<file path="src/rtl/ecf_pkg.sv">
package ecf_pkg;
  localparam int BIT_KF   = 0;
  localparam int BIT_WF   = 1;
  localparam int BIT_RF   = 2;
  localparam int BIT_PAB  = 3;
  localparam int BIT_INCR = 6;
  localparam int BIT_BAT  = 7;

  typedef struct packed {
    logic [1:0] spare;
    logic       pab;
    logic       rf;
    logic       wf;
    logic       kf;
  } ctl_t;

  localparam ctl_t CTL_RST = '{spare: 2'b00, pab: 1'b1, rf: 1'b0, wf: 1'b0, kf: 1'b0};
endpackage

</file>
<file path="src/rtl/ecf_fall_det.sv">
module ecf_fall_det #(
  parameter int STAGES = 2
) (
  input  logic clk_i,
  input  logic rst_ni,
  input  logic pin_i,
  output logic fall_o
);
  logic [STAGES-1:0] sync_q;
  logic              prev_q;

  // idle-high reset so that no false edge appears after reset
  generate
    for (genvar g = 0; g < STAGES; g++) begin : g_sync
      always_ff @(posedge clk_i or negedge rst_ni) begin
        if (!rst_ni) sync_q[g] <= 1'b1;
        else         sync_q[g] <= (g == 0) ? pin_i : sync_q[(g == 0) ? 0 : g-1];
      end
    end
  endgenerate

  always_ff @(posedge clk_i or negedge rst_ni) begin
    if (!rst_ni) prev_q <= 1'b1;
    else         prev_q <= sync_q[STAGES-1];
  end

  assign fall_o = prev_q & ~sync_q[STAGES-1];

  AST_FALL_SINGLE: assert property (@(posedge clk_i) disable iff (!rst_ni)
    fall_o |=> !fall_o);
endmodule

</file>
<file path="src/rtl/ecf_incr_tmr.sv">
module ecf_incr_tmr #(
  parameter int LEAD_TICKS = 4
) (
  input  logic clk_i,
  input  logic rst_ni,
  input  logic tick_i,
  input  logic pend_i,
  input  logic done_i,
  output logic incr_o,
  output logic go_o
);
  localparam int CNT_W = $clog2(LEAD_TICKS + 1);

  logic [CNT_W-1:0] cnt_q;
  logic             busy_q;

  always_ff @(posedge clk_i or negedge rst_ni) begin
    if (!rst_ni) begin
      cnt_q  <= '0;
      busy_q <= 1'b0;
      incr_o <= 1'b0;
      go_o   <= 1'b0;
    end else begin
      go_o <= 1'b0;
      if (!incr_o && pend_i) begin
        incr_o <= 1'b1;
        busy_q <= 1'b1;
        cnt_q  <= CNT_W'(LEAD_TICKS);
      end else if (busy_q && tick_i) begin
        cnt_q <= cnt_q - 1'b1;
        if (cnt_q == CNT_W'(1)) begin
          busy_q <= 1'b0;
          go_o   <= 1'b1;
        end
      end else if (incr_o && !busy_q && done_i) begin
        incr_o <= 1'b0;
      end
    end
  end

  AST_GO_SINGLE: assert property (@(posedge clk_i) disable iff (!rst_ni)
    go_o |=> !go_o);
  AST_GO_IN_INCR: assert property (@(posedge clk_i) disable iff (!rst_ni)
    go_o |-> incr_o);
  AST_DONE_CLEARS: assert property (@(posedge clk_i) disable iff (!rst_ni)
    (done_i && incr_o && !busy_q) |=> !incr_o);
  AST_PEND_SETS: assert property (@(posedge clk_i) disable iff (!rst_ni)
    (pend_i && !incr_o) |=> incr_o);
endmodule

</file>
<file path="src/rtl/ecf_flag_reg.sv">
module ecf_flag_reg
  import ecf_pkg::*;
(
  input  logic       clk_i,
  input  logic       rst_ni,
  input  logic       wr_en_i,
  input  logic [7:0] wr_data_i,
  input  logic       rf_set_i,
  input  logic       wf_set_i,
  input  logic       kf_set_i,
  input  logic       wake_ie_i,
  input  logic       kick_en_i,
  output ctl_t       ctl_o
);
  ctl_t ctl_q, ctl_d;
  logic pab_force;

  assign pab_force = (ctl_q.wf & wake_ie_i) | (ctl_q.kf & kick_en_i);

  always_comb begin
    ctl_d = ctl_q;
    if (wr_en_i) begin
      ctl_d.spare = wr_data_i[5:4];
      ctl_d.pab   = wr_data_i[BIT_PAB];
      ctl_d.rf    = wr_data_i[BIT_RF];
      ctl_d.wf    = wr_data_i[BIT_WF];
      ctl_d.kf    = wr_data_i[BIT_KF];
    end
    // hardware sets win over a host clear
    ctl_d.rf = ctl_d.rf | rf_set_i;
    ctl_d.wf = ctl_d.wf | wf_set_i;
    ctl_d.kf = ctl_d.kf | kf_set_i;
    if (pab_force) ctl_d.pab = 1'b0;
  end

  always_ff @(posedge clk_i or negedge rst_ni) begin
    if (!rst_ni) ctl_q <= CTL_RST;
    else         ctl_q <= ctl_d;
  end

  assign ctl_o = ctl_q;

  AST_RF_HW_SET: assert property (@(posedge clk_i) disable iff (!rst_ni)
    rf_set_i |=> ctl_q.rf);
  AST_WF_HW_SET: assert property (@(posedge clk_i) disable iff (!rst_ni)
    wf_set_i |=> ctl_q.wf);
  AST_KF_HW_SET: assert property (@(posedge clk_i) disable iff (!rst_ni)
    kf_set_i |=> ctl_q.kf);
  AST_WF_HOLD: assert property (@(posedge clk_i) disable iff (!rst_ni)
    (!wr_en_i && !wf_set_i) |=> ctl_q.wf == $past(ctl_q.wf));
  AST_PAB_FORCE: assert property (@(posedge clk_i) disable iff (!rst_ni)
    ((ctl_q.wf && wake_ie_i) || (ctl_q.kf && kick_en_i)) |=> !ctl_q.pab);
  AST_PAB_WRITE: assert property (@(posedge clk_i) disable iff (!rst_ni)
    (wr_en_i && !pab_force) |=> ctl_q.pab == $past(wr_data_i[BIT_PAB]));
endmodule

</file>
<file path="src/rtl/ecf_top.sv">
module ecf_top
  import ecf_pkg::*;
#(
  parameter int SYNC_STAGES = 2,
  parameter int LEAD_TICKS  = 4
) (
  input  logic       clk_i,
  input  logic       rst_ni,
  input  logic       wr_en_i,
  input  logic [7:0] wr_data_i,
  output logic [7:0] rd_data_o,
  input  logic       clr_pin_i,
  input  logic       clr_en_i,
  input  logic       wake_evt_i,
  input  logic       kick_evt_i,
  input  logic       wake_ie_i,
  input  logic       kick_en_i,
  input  logic       aux_bat_i,
  input  logic       tick_i,
  input  logic       upd_pend_i,
  input  logic       upd_done_i,
  output logic       upd_go_o,
  output logic       pwr_act_o
);
  logic clr_fall;
  logic incr;
  ctl_t ctl;

  ecf_fall_det #(.STAGES(SYNC_STAGES)) i_fall (
    .clk_i  (clk_i),
    .rst_ni (rst_ni),
    .pin_i  (clr_pin_i),
    .fall_o (clr_fall)
  );

  ecf_incr_tmr #(.LEAD_TICKS(LEAD_TICKS)) i_tmr (
    .clk_i  (clk_i),
    .rst_ni (rst_ni),
    .tick_i (tick_i),
    .pend_i (upd_pend_i),
    .done_i (upd_done_i),
    .incr_o (incr),
    .go_o   (upd_go_o)
  );

  ecf_flag_reg i_flags (
    .clk_i     (clk_i),
    .rst_ni    (rst_ni),
    .wr_en_i   (wr_en_i),
    .wr_data_i (wr_data_i),
    .rf_set_i  (clr_fall & clr_en_i),
    .wf_set_i  (wake_evt_i),
    .kf_set_i  (kick_evt_i),
    .wake_ie_i (wake_ie_i),
    .kick_en_i (kick_en_i),
    .ctl_o     (ctl)
  );

  always_comb begin
    rd_data_o           = {2'b00, ctl};
    rd_data_o[BIT_BAT]  = aux_bat_i;
    rd_data_o[BIT_INCR] = incr;
  end

  assign pwr_act_o = ~ctl.pab;

  AST_PWR_POLARITY: assert property (@(posedge clk_i) disable iff (!rst_ni)
    pwr_act_o != rd_data_o[BIT_PAB]);
endmodule

</file>
<file path="config.mk">
export PLATFORM = sky130hd
export DESIGN_NAME = ecf_top
export DESIGN_NICKNAME = d
export VERILOG_FILES = /design/src/rtl/ecf_pkg.sv /design/src/rtl/ecf_fall_det.sv /design/src/rtl/ecf_incr_tmr.sv /design/src/rtl/ecf_flag_reg.sv /design/src/rtl/ecf_top.sv
export SDC_FILE = /design/constraint.sdc
export NUM_CORES = 1
export LEC_CHECK = 0
export CAP_MARGIN = 20
export CORE_AREA = 2 2 39 41
export CTS_CLUSTER_DIAMETER = 200
export CTS_CLUSTER_SIZE = 40
export DETAILED_ROUTE_END_ITERATION = 10
export DIE_AREA = 0 0 41 43
export DONT_BUFFER_PORTS = 1
export GPL_ROUTABILITY_DRIVEN = 0
export GPL_TIMING_DRIVEN = 0
export PLACE_DENSITY = 0.69
export SYNTH_ARGS = -nofsm -noshare
export SYNTH_HDL_FRONTEND = slang
export SYNTH_SLANG_ARGS = --single-unit
</file>
<file path="constraint.sdc">
create_clock -name clk_i -period 1.9 [get_ports clk_i]
set_clock_uncertainty 0.15 [all_clocks]
set_input_delay 0.095 -clock clk_i [delete_from_list [all_inputs] [get_ports clk_i]]
set_output_delay 0.095 -clock clk_i [all_outputs]
set_load 0.005 [all_outputs]
</file>
# == After elaboration in Yosys (flattened, before gate mapping) ==
# Cells that the tools add are included.
# op_classes
addsub,1
n_eq_ne,2
n_mux,13
bitwise_logic,10
n_reduce_logical,12
# ops
op,n
two-way mux 1 bit,10
nonzero test 2 bit,4
two-way mux 3 bit,2
bitwise AND 1 bit,4
logical AND 1 bit,4
two-way mux 4 bit,1
OR 1 bit,4
AND reduction 2 bit,2
equality test 3 x 1 -> 1 bit (second input constant),1
subtractor 3 x 1 -> 3 bit (second input constant),1
logical NOT 1 bit,2
inequality test 2 x 1 -> 1 bit (second input constant),1
inverter 1 bit,2
# totals
ff_bits,15
in_bits,21
output_inout_bits,10
word_cells,50

# == Logic depth before layout (Yosys ltp) ==
# Gate-level depths: netlist (run 1).
# depth
word_depth,6
ltp_mapped,4
mapped_depth_nobuf,4

# == Modules after synthesis ==
# Synthesis (run 1) repeated with hierarchy kept, for this count alone.
# unflattened
cells_unflattened,53
hier_area_um2,684.4
# modules_own_cells
module,instances,cells_per_inst,area_each_um2,seq_area_each_um2
ecf_incr_tmr,1,28,311.5,150.1
ecf_flag_reg,1,17,255.2,151.4
ecf_fall_det,1,4,92.6,78.8
ecf_top,1,4,25.0,0.0

# == Worst setup path before layout (run 1) ==
# OpenSTA, ideal clock, no wires.
# synth_timing
path_type,reg-to-reg
start,register i_tmr.cnt_q[0]
end,register i_tmr.cnt_q[2]
setup_ns,0.118
arrival_ns,0.928
required_ns,1.632
slack_ns,0.704
path_stages_with_launch,5
path_buffers,0
period_less_slack_ns,1.196
path_cell_list,dfrtp_1 inv_1 ha_1 a31o_1 a21o_1
# synth_via
elab_chain_cells,3
# synth_rtl
element,line,source
"start, declared",ecf_incr_tmr.sv:14,logic [CNT_W-1:0] cnt_q;
"start signal, assigned",ecf_incr_tmr.sv:28,cnt_q <= CNT_W'(LEAD_TICKS);
"start signal, assigned",ecf_incr_tmr.sv:30,cnt_q <= cnt_q - 1'b1;
subtractor 3 x 1 -> 3 bit,ecf_incr_tmr.sv:30,
two-way mux 3 bit,ecf_incr_tmr.sv:29,end else if (busy_q && tick_i) begin
two-way mux 3 bit,ecf_incr_tmr.sv:25,if (!incr_o && pend_i) begin
# No other way between the ends. The select of a mux whose other input is x is not followed.
# A chain may end at the register's enable or synchronous reset.

==> results.py, run 1 <==
metrics = {
    "timing": {
        "setup_viol": 0,
        "hold_viol": 0,
        "slew_headroom_pct": 58.2,
        "holdWs_ns": 0.122,
        "worst_pin_slew_ns": 0.626,
        "rsz0062_at_grt": "no",
        "fmax_mhz": 615,
        "finalCritPeriodShare_pct": 85.5,
        "finalSetupTns_ns": 0,
        "drv_slew": 0,
        "period_needed_ns": 1.62,
        "setup_slack_ns": 0.275,
    },
    "floorplan": {
        "start_util_pct": 48.0,
        "fp.coreArea_sq_mm": 0.00138,
        "die_area_sq_mm": 0.00176,
        "die_x_um": 41,
        "rows": 14,
        "fp.dieH_um": 43,
        "io_pins": 31,
    },
    "drt": {
        "wl_met2_um": 622,
        "drt-initial-drc-count": 2,
        "num_vias": 468,
        "wl_um": 1160,
        "drtPass1Iterations": 2,
        "wl_met1_um": 410,
        "routed-wl-met3_um": 121,
        "routed_via_density": 5.20,
        "final_antenna_net_count": 0,
        "drc": 0,
        "wl_per_cell_um": 12.8,
        "top_layer_used": "met3",
    },
    "cells_and_area": {
        "fin_util_pct": 64.4,
        "ff_latch_area_sq_um": 380,
        "multi_input_area_sq_um": 226,
        "num-nets-final": 98,
        "final_layout_size_suffix_gt1_share_pct": 18.9,
        "area_growth_pct": 34.1,
        "nFillCells": 117,
        "diodes": 0,
    },
    "setup_path": {
        "worstPathRequired_ns": 1.91,
        "worstPathCellList": "nor2b_1, a211o_1, dlygate4sd3_1",
        "setup.worst_path.end_class": "flop",
        "critPathMaxStageDelay_ns": 0.56,
        "start_kind": "flop",
        "path_delay_family": "buffers and inverters",
        "critPathArrivalTime_ns": 1.63,
        "critPathBufInv": 1,
        "r2r_start": "i_flags.ctl_o[0]",
        "critPathMaxFanout": 3,
        "path_class": "reg2reg",
        "cp_slowest_cell": "dlygate4sd3_1",
        "critPathLaunch": "i_flags.ctl_o[0]",
    },
    "clocking": {
        "cts_root_buf": "clkbuf_4",
        "cts_sinks": 15,
        "cts_tree": "done",
        "cts.htree.levels": 1,
        "clockBufferDepth": 2,
        "clock_latency_ns": 0.27,
        "post_cts_buffers": 0,
        "cts_buffers": 3,
        "clkSlewWorstSetupHoldPaths_ns": 0.08,
    },
    "global_route": {
        "grt_max_degree": 16,
        "grt_pass1_wl_um": 1860,
        "gr-total-overflow": 0,
        "grt_antenna_before_repair": 0,
        "grt_use_total_pct": 16.4,
        "grt_pass1_vias": 522,
    },
    "flow_run": {
        "maxCapViolations": 0,
    },
    "pwr": {
        "powerDensity_mw_per_mm2": 981,
        "design_power_total_uw": 874,
        "vdd_drop_max_mv": 0.576,
        "leakage_nw": 0.385,
    },
    "synthesis": {
        "synthCells": 52,
        "synth_top_family_by_area": "compound AO/OA/AOI/OAI gates",
        "synth_top_area_share_pct": 41.4,
        "yosys.area.top_type": "dfrtp_1",
        "synth-xor-area-share_pct": 0,
        "ys_top_cells_by_area": "dfrtp_1 41%, dfstp_2 16%, ha_1 3.8%",
        "syn_nets": 75,
        "ys_types": 25,
        "synth_warnings": 0,
        "syn_area_sq_um": 664,
        "avgSynthCellArea_sq_um": 12.8,
        "synth-seq-cells": 15,
        "synth_adder_area_share_pct": 3.77,
        "synth_compound_area_share_pct": 14.5,
        "synth-seq-area-share_pct": 57.3,
        "synthMuxAreaShare_pct": 6.40,
        "synthSimpleGateAreaFrac_pct": 9.42,
    },
    "min_path": {
        "hp-start": "aux_bat_i",
        "min_path_type": "in2out",
    },
    "placed_design": {
        "io_buffers": 0,
        "post-place-ws_ns": 0.656,
    },
    "status": {
        "status": "finished, final reports clean",
    },
}
state kept, by name, summed over array words and instances, names as in the netlist:
name	count
i_flags.ctl_o	6
i_tmr.cnt_q	3
i_fall.sync_q	2
i_fall.prev_q	1
i_tmr.busy_q	1
i_tmr.go_o	1
i_tmr.incr_o	1
power by group:
group	internal, mW	switching, mW
Combinational	0.161	0.109
Sequential	0.388	0.0465
Clock	0.0812	0.0881
Total	0.630	0.244
cell type report:
type / instances / share of cell area, %
Buffer: 5 / 4.78
Clock buffer: 4 / 2.95
Inverter: 4 / 1.69
Multi-Input combinational cell: 28 / 25.4
Sequential cell: 15 / 42.7
Tap cell: 16 / 2.25
Timing Repair Buffer: 18 / 20.2
worst register-to-register path: stages (launching register included):
cell and delay [ns]:
dfrtp_1 0.43, nor2b_1 0.15, a211o_1 0.23, dlygate4sd3_1 0.56
per-stage QoR:
stage	area, sq um	std cells
6_report	891	90
5_1_grt	891	90
4_1_cts	891	90
3_5_place_dp	684	68
3_3_place_gp	684	68
2_1_floorplan	664	52
cells in the mapped netlist:
library cell	n
o21ai_0	1
inv_1	4
buf_2	1
nand4_1	1
a21oi_1	2
a211o_1	2
a21o_1	2
a31o_1	1
ha_1	2
nand3b_1	2
nor2b_1	2
nor2_1	2
mux2i_1	2
dfstp_2	4
buf_4	2
a221oi_2	1
dfrtp_1	11
a311oi_1	1
buf_6	2
nor2b_2	1
nand2_1	1
a21bo_1	1
a31oi_1	1
mux2_1	2
nand4b_1	1
placed cells by master (no fill, tap or decap), types with 2 or more instances in the layout:
master | netlist | layout
a211o_1 | 2 | 2
a21o_1 | 2 | 2
a21oi_1 | 2 | 2
buf_4 | 2 | 2
buf_6 | 2 | 2
clkbuf_4 | 0 | 3
dfrtp_1 | 11 | 11
dfstp_2 | 4 | 4
dlygate4sd3_1 | 0 | 18
ha_1 | 2 | 2
inv_1 | 4 | 4
mux2_1 | 2 | 2
mux2i_1 | 2 | 2
nand3b_1 | 2 | 2
nor2_1 | 2 | 2
nor2b_1 | 2 | 2
per-layer routing:
layer / track usage (%) / vias up
met5: 0 / -
met4: 6.00 / 0
met3: 7.85 / 0
met2: 30.9 / 28
met1: 12.8 / 213
li1: - / 227
final timing paths:
check                                   end  slack, ns  cells after the start
min reg2reg                i_fall.sync_q[1]       0.21                      0
max reg2reg                i_flags.ctl_o[0]       0.28                      3
min                            rd_data_o[7]       0.12                      1
min in group asynchronous    i_tmr.cnt_q[1]       0.13                      1
max in group asynchronous  i_flags.ctl_o[2]       1.07                      1
max                        i_flags.ctl_o[0]       0.28                      3
cell families after synthesis:
logic type | after synthesis
multiplexers | 4
AND/OR/NAND/NOR | 10
buffers and inverters | 9
flip-flops | 15
AO/OA/AOI/OAI | 12
adder cells (fa/ha/maj) | 2
what timing repair did:
item | in CTS | in global routing
resized for setup | 0 | 0
endpoints found under the setup margin | 0 | 0
hold buffers | 18 | 0
hold endpoints to repair | 26 | 0
No activity file was read; power rests on OpenSTA's default activity.
==> inputs of run 2 (changes only) <==
- ABC_AREA: default -> 1
- CAP_MARGIN: 20 -> default
- PLACE_DENSITY: 0.69 -> 0.67
==> results.py, run 2 <==
metrics = {
    "synthesis": {
        "yosysMostFrequentCell": "nand2_1",
        "syn_area_sq_um": 637,
        "avgSynthCellArea_sq_um": 9.23,
        "ys_types": 16,
        "synth_top_area_share_pct": 43.2,
        "synth_warnings": 0,
        "ys_top_cells_by_count": "25 x nand2_1, 11 x dfrtp_1, 6 x inv_1, 6 x nand3_1, 4 x dfstp_2",
        "yosys.area.top_type": "dfrtp_1",
        "syn_nets": 92,
        "synth_edf_count": 0,
        "ys_async_sr_fraction_pct": 100,
        "synth_ff_type": "dfrtp_1",
        "synthCells": 69,
        "synth-seq-cells": 15,
        "ys_top_cells_by_area": "dfrtp_1 43%, dfstp_2 17%, nand2_1 15%",
        "synth-seq-area-share_pct": 59.7,
    },
    "min_path": {
        "hp-start": "aux_bat_i",
        "min_path_type": "in2out",
    },
    "floorplan": {
        "start_util_pct": 46.0,
        "io_pins": 31,
        "rows": 14,
        "fp.coreArea_sq_mm": 0.00138,
        "die_area_sq_mm": 0.00176,
        "fp.dieH_um": 43,
        "die_x_um": 41,
    },
    "cells_and_area": {
        "largest_reg_flops": 6,
        "final_cell_mix": "25 x nand2_1, 19 x dlygate4sd3_1, 11 x dfrtp_1",
        "fin_cells": 108,
        "final_common_cell": "nand2_1",
        "nFillCells": 113,
        "num-nets-final": 116,
        "diodes": 0,
        "final_layout_size_suffix_gt1_share_pct": 15.2,
        "area_growth_pct": 37.1,
    },
    "clocking": {
        "clock_latency_ns": 0.27,
        "cts.htree.levels": 1,
        "post_cts_buffers": 0,
        "cts_buffers": 3,
        "clkSlewWorstSetupHoldPaths_ns": 0.08,
        "clockBufferDepth": 2,
        "cts_tree": "done",
        "cts_root_buf": "clkbuf_4",
        "cts_sinks": 15,
    },
    "timing": {
        "drv_slew": 0,
        "finalCritPeriodShare_pct": 88.8,
        "hold_viol": 0,
        "rsz0062_at_grt": "no",
        "fmax_mhz": 593,
        "setup_viol": 0,
        "worst_pin_slew_ns": 0.645,
        "finalSetupTns_ns": 0,
        "period_needed_ns": 1.69,
        "slew_headroom_pct": 56.8,
    },
    "pwr": {
        "design_power_total_uw": 878,
        "vdd_drop_max_mv": 0.707,
        "leakage_nw": 0.418,
        "powerDensity_mw_per_mm2": 1010,
    },
    "setup_path": {
        "path_class": "reg2reg",
        "r2r_start": "i_tmr.cnt_q[0]",
        "critPathMaxFanout": 3,
        "start_kind": "flop",
        "worstPathRequired_ns": 1.91,
        "critPathArrivalTime_ns": 1.70,
        "critPathLaunch": "i_tmr.cnt_q[0]",
        "setup.worst_path.end_class": "flop",
    },
    "global_route": {
        "grt_pass1_wl_um": 1990,
        "grt_antenna_before_repair": 0,
        "grt_use_total_pct": 17.0,
        "grt_max_degree": 16,
        "grt_pass1_vias": 582,
        "gr-total-overflow": 0,
    },
    "drt": {
        "wl_um": 1250,
        "wl_per_cell_um": 11.6,
        "drtPass1Iterations": 3,
        "final_antenna_net_count": 0,
        "drt-initial-drc-count": 3,
        "drc": 0,
        "routed_via_density": 4.84,
        "num_vias": 523,
    },
    "placed_design": {
        "dp_cells": 85,
        "io_buffers": 0,
    },
    "status": {
        "status": "finished, final reports clean",
    },
    "flow_run": {
        "maxCapViolations": 0,
    },
}
[run 2: repair_timing]
| action | in CTS | in global routing |
|---|---|---|
| hold endpoints to repair | 28 | 0 |
| hold buffers | 20 | 0 |
| gates resized for setup | 0 | 0 |
| endpoints found under the setup margin | 0 | 1 |
[run 2: through the flow]
stage	cell area [sq um]	utilization, %	worst slack (ns)	hold WS (ns)
finish	873	63.1	0.214	0.122
CTS	883	63.8	0.0482	0.123
global placement	657	47.5	0.784	-0.350
floorplan	637	-	0.829	-0.351
global route	873	63.1	0.117	0.127
detailed placement	657	47.5	0.751	-0.350
[run 2: critical path, stage by stage, from the launching register on]
cell	delay [ns]
dfrtp_1	0.41
inv_1	0.08
ha_1	0.17
nand3_1	0.08
nand2_1	0.08
nand3_1	0.07
dlygate4sd3_1	0.55
[run 2: layout make-up]
type / count / area, sq um / area share (%)
sequential: 15 / 380 / 43.6
tap: 16 / 20.0 / 2.29
clock buffer: 4 / 26.3 / 3.01
multi-input combinational: 44 / 211 / 24.2
timing repair buffer: 19 / 190 / 21.8
inverter: 8 / 30.0 / 3.44
buffer: 2 / 15.0 / 1.72
[run 2: where the power goes]
group / switching, mW / total (mW) / internal, mW
clock: 0.0893 / 0.171 / 0.0812
sequential: 0.0497 / 0.437 / 0.388
combinational: 0.126 / 0.270 / 0.144
[run 2: final timing paths]
path	endpoint	slack, ns	depth (start not counted)
max in group asynchronous	i_tmr.cnt_q[1]	1.05	1
min	rd_data_o[7]	0.12	1
max reg2reg	i_tmr.cnt_q[2]	0.21	6
min in group asynchronous	i_flags.ctl_o[2]	0.14	1
min reg2reg	i_fall.sync_q[1]	0.21	0
max	i_tmr.cnt_q[2]	0.21	6
[run 2: cell families (layout without fill, tap and decap cells)]
group | count (synthesis) | after routing | synth area share, %
compound gates | 5 | 5 | 4.12
fa+ha+maj | 2 | 2 | 3.93
simple gates | 37 | 37 | 25.1
buf+inv | 10 | 33 | 7.07
flops | 15 | 15 | 59.7
[run 2: metal layers]
metal / track usage, % / share of wire, % / routed length, um
met1: 13.0 / 41 / 514
met2: 33.1 / 50 / 630
met3: 5.24 / 8.3 / 103
met4: 8.00 / 0 / 0
met5: 0 / 0 / 0
==> inputs of run 3 (changes only) <==
- CTS_BUF_LIST: default -> sky130_fd_sc_hd__clkbuf_4
- PLACE_DENSITY: 0.67 -> 0.68
==> results.py, run 3 (synthesis results as in run 2) <==
metrics = {
    "clocking": {
        "cts_root_buf": "clkbuf_4",
        "cts.htree.levels": 1,
        "cts_tree": "done",
        "clock_latency_ns": 0.28,
        "clockBufferDepth": 2,
        "clkSlewWorstSetupHoldPaths_ns": 0.08,
        "cts_sinks": 15,
        "post_cts_buffers": 0,
        "cts_buffers": 3,
    },
    "status": {
        "status": "finished, final reports clean",
    },
    "pwr": {
        "clockPowerShare_pct": 21.0,
        "switching_share_pct": 30.6,
        "combPwrFrac_pct": 30.8,
        "powerDensity_mw_per_mm2": 1030,
        "switching_power_uw": 278,
        "vdd_drop_max_mv": 0.490,
        "leakage_nw": 0.419,
        "intPower_uw": 631,
        "p_seq_share_pct": 48.2,
    },
    "timing": {
        "rsz0062_at_grt": "no",
        "hold_viol": 0,
        "setup_viol": 0,
        "drv_slew": 0,
        "slew_headroom_pct": 54.4,
        "period_needed_ns": 1.67,
        "holdWs_ns": 0.122,
        "worst_pin_slew_ns": 0.682,
        "setup_slack_ns": 0.230,
        "finalCritPeriodShare_pct": 87.9,
        "fmax_mhz": 599,
        "finalSetupTns_ns": 0,
    },
    "placed_design": {
        "post_dp_cell_area_sq_um": 657,
        "io_buffers": 0,
        "dp_hpwl_um": 813,
        "post-place-ws_ns": 0.764,
    },
    "drt": {
        "final_antenna_net_count": 0,
        "drc": 0,
        "drtPass1Iterations": 3,
        "num_vias": 520,
        "routed_via_density": 4.81,
        "drt-initial-drc-count": 7,
        "wl_um": 1380,
        "wl_per_cell_um": 12.7,
    },
    "global_route": {
        "grt_pass1_vias": 560,
        "grt_pass1_wl_um": 2210,
        "grt_max_degree": 16,
        "grt_antenna_before_repair": 0,
        "grt_use_total_pct": 19.2,
        "gr-total-overflow": 0,
    },
    "setup_path": {
        "critPathLaunch": "i_tmr.cnt_q[0]",
        "critPathArrivalTime_ns": 1.69,
        "worstPathRequired_ns": 1.92,
        "r2r_start": "i_tmr.cnt_q[0]",
        "setup.worst_path.end_class": "flop",
        "r2r_cells": 6,
        "path_class": "reg2reg",
        "start_kind": "flop",
        "critPathMaxFanout": 3,
    },
    "cells_and_area": {
        "multi_input_area_sq_um": 215,
        "diodes": 0,
        "ff_latch_area_sq_um": 380,
        "largest_reg_flops": 6,
        "final_layout_size_suffix_gt1_share_pct": 17.4,
        "final_cell_mix": "25 x nand2_1, 19 x dlygate4sd3_1, 11 x dfrtp_1",
        "area_growth_pct": 38.3,
        "design_area_sq_um": 881,
        "num-nets-final": 116,
        "final_common_cell": "nand2_1",
        "nFillCells": 115,
    },
    "floorplan": {
        "fp.dieH_um": 43,
        "start_util_pct": 46.0,
        "fp.coreArea_sq_mm": 0.00138,
        "die_x_um": 41,
        "die_area_sq_mm": 0.00176,
        "io_pins": 31,
        "rows": 14,
    },
    "flow_run": {
        "maxCapViolations": 0,
    },
    "min_path": {
        "hp-start": "aux_bat_i",
        "min_path_type": "in2out",
        "hold_path_depth": 1,
    },
}
==> run 3: changes by cell type in the layout (fill, tap and decap cells not counted) <==
| cell | previous run | this run |
|---|---|---|
| clkbuf_4 | 3 | 4 |
| a21oi_2 | 0 | 1 |
| a21oi_1 | 3 | 2 |
| clkbuf_1 | 1 | 0 |
==> run 3: what timing repair did <==
| item | in CTS | in global routing |
|---|---|---|
| hold buffers | 21 | 0 |
| resized for setup | 0 | 1 |
| setup endpoints to repair | 0 | 2 |
| hold endpoints to repair | 28 | 0 |
==> run 3: power by group through the flow <==
stage	Clock, mW	Sequential, mW	Combinational [mW]
6_report	0.191	0.438	0.280
4_1_cts	0.196	0.435	0.285
5_1_grt	0.216	0.451	0.325
3_5_place_dp	0	0.441	0.200
3_3_place_gp	0	0.439	0.190
2_1_floorplan	0	0.431	0.169
==> run 3: path summary, 6_finish.rpt <==
kind | slack [ns] | end
worst max-delay path | 0.23 | i_tmr.cnt_q[2]
worst min-delay path | 0.12 | rd_data_o[7]
worst max register to register | 0.23 | i_tmr.cnt_q[2]
worst min register to register | 0.21 | i_fall.sync_q[1]
max in group asynchronous | 1.03 | i_flags.ctl_o[2]
min in group asynchronous | 0.14 | i_tmr.busy_q
==> run 3: worst max-delay path: stages, from the launching register on <==
cell           delay [ns]
dfrtp_1              0.40
inv_1                0.09
ha_1                 0.16
nand3_1              0.08
nand2_1              0.07
nand3_1              0.06
dlygate4sd3_1        0.56
==> run 3: area by class of cell <==
class / instances / area share [%]
multi-input cells: 44 / 24.4
repair buffers: 19 / 21.6
clock buffers: 4 / 3.41
flip-flops and latches: 15 / 43.2
inverters: 8 / 3.41
well taps: 16 / 2.27
plain buffers: 2 / 1.70
==> run 3: metrics by stage <==
step                      util, %  total power, mW  cells
after global routing         63.7            0.992    108
after global placement       47.5            0.629     85
final                        63.7            0.909    108
after detailed placement     47.5            0.641     85
after CTS                    64.8            0.916    110
after floorplan                 -            0.599     69
==> run 3: routing by layer <==
layer / GRT usage (%) / vias to the layer above / wire (um)
met1: 18.4 / 234 / 533
met2: 33.8 / 21 / 704
met5: 0 / - / 0
met4: 8.00 / 0 / 27
met3: 7.33 / 5 / 111
li1: - / 260 / -
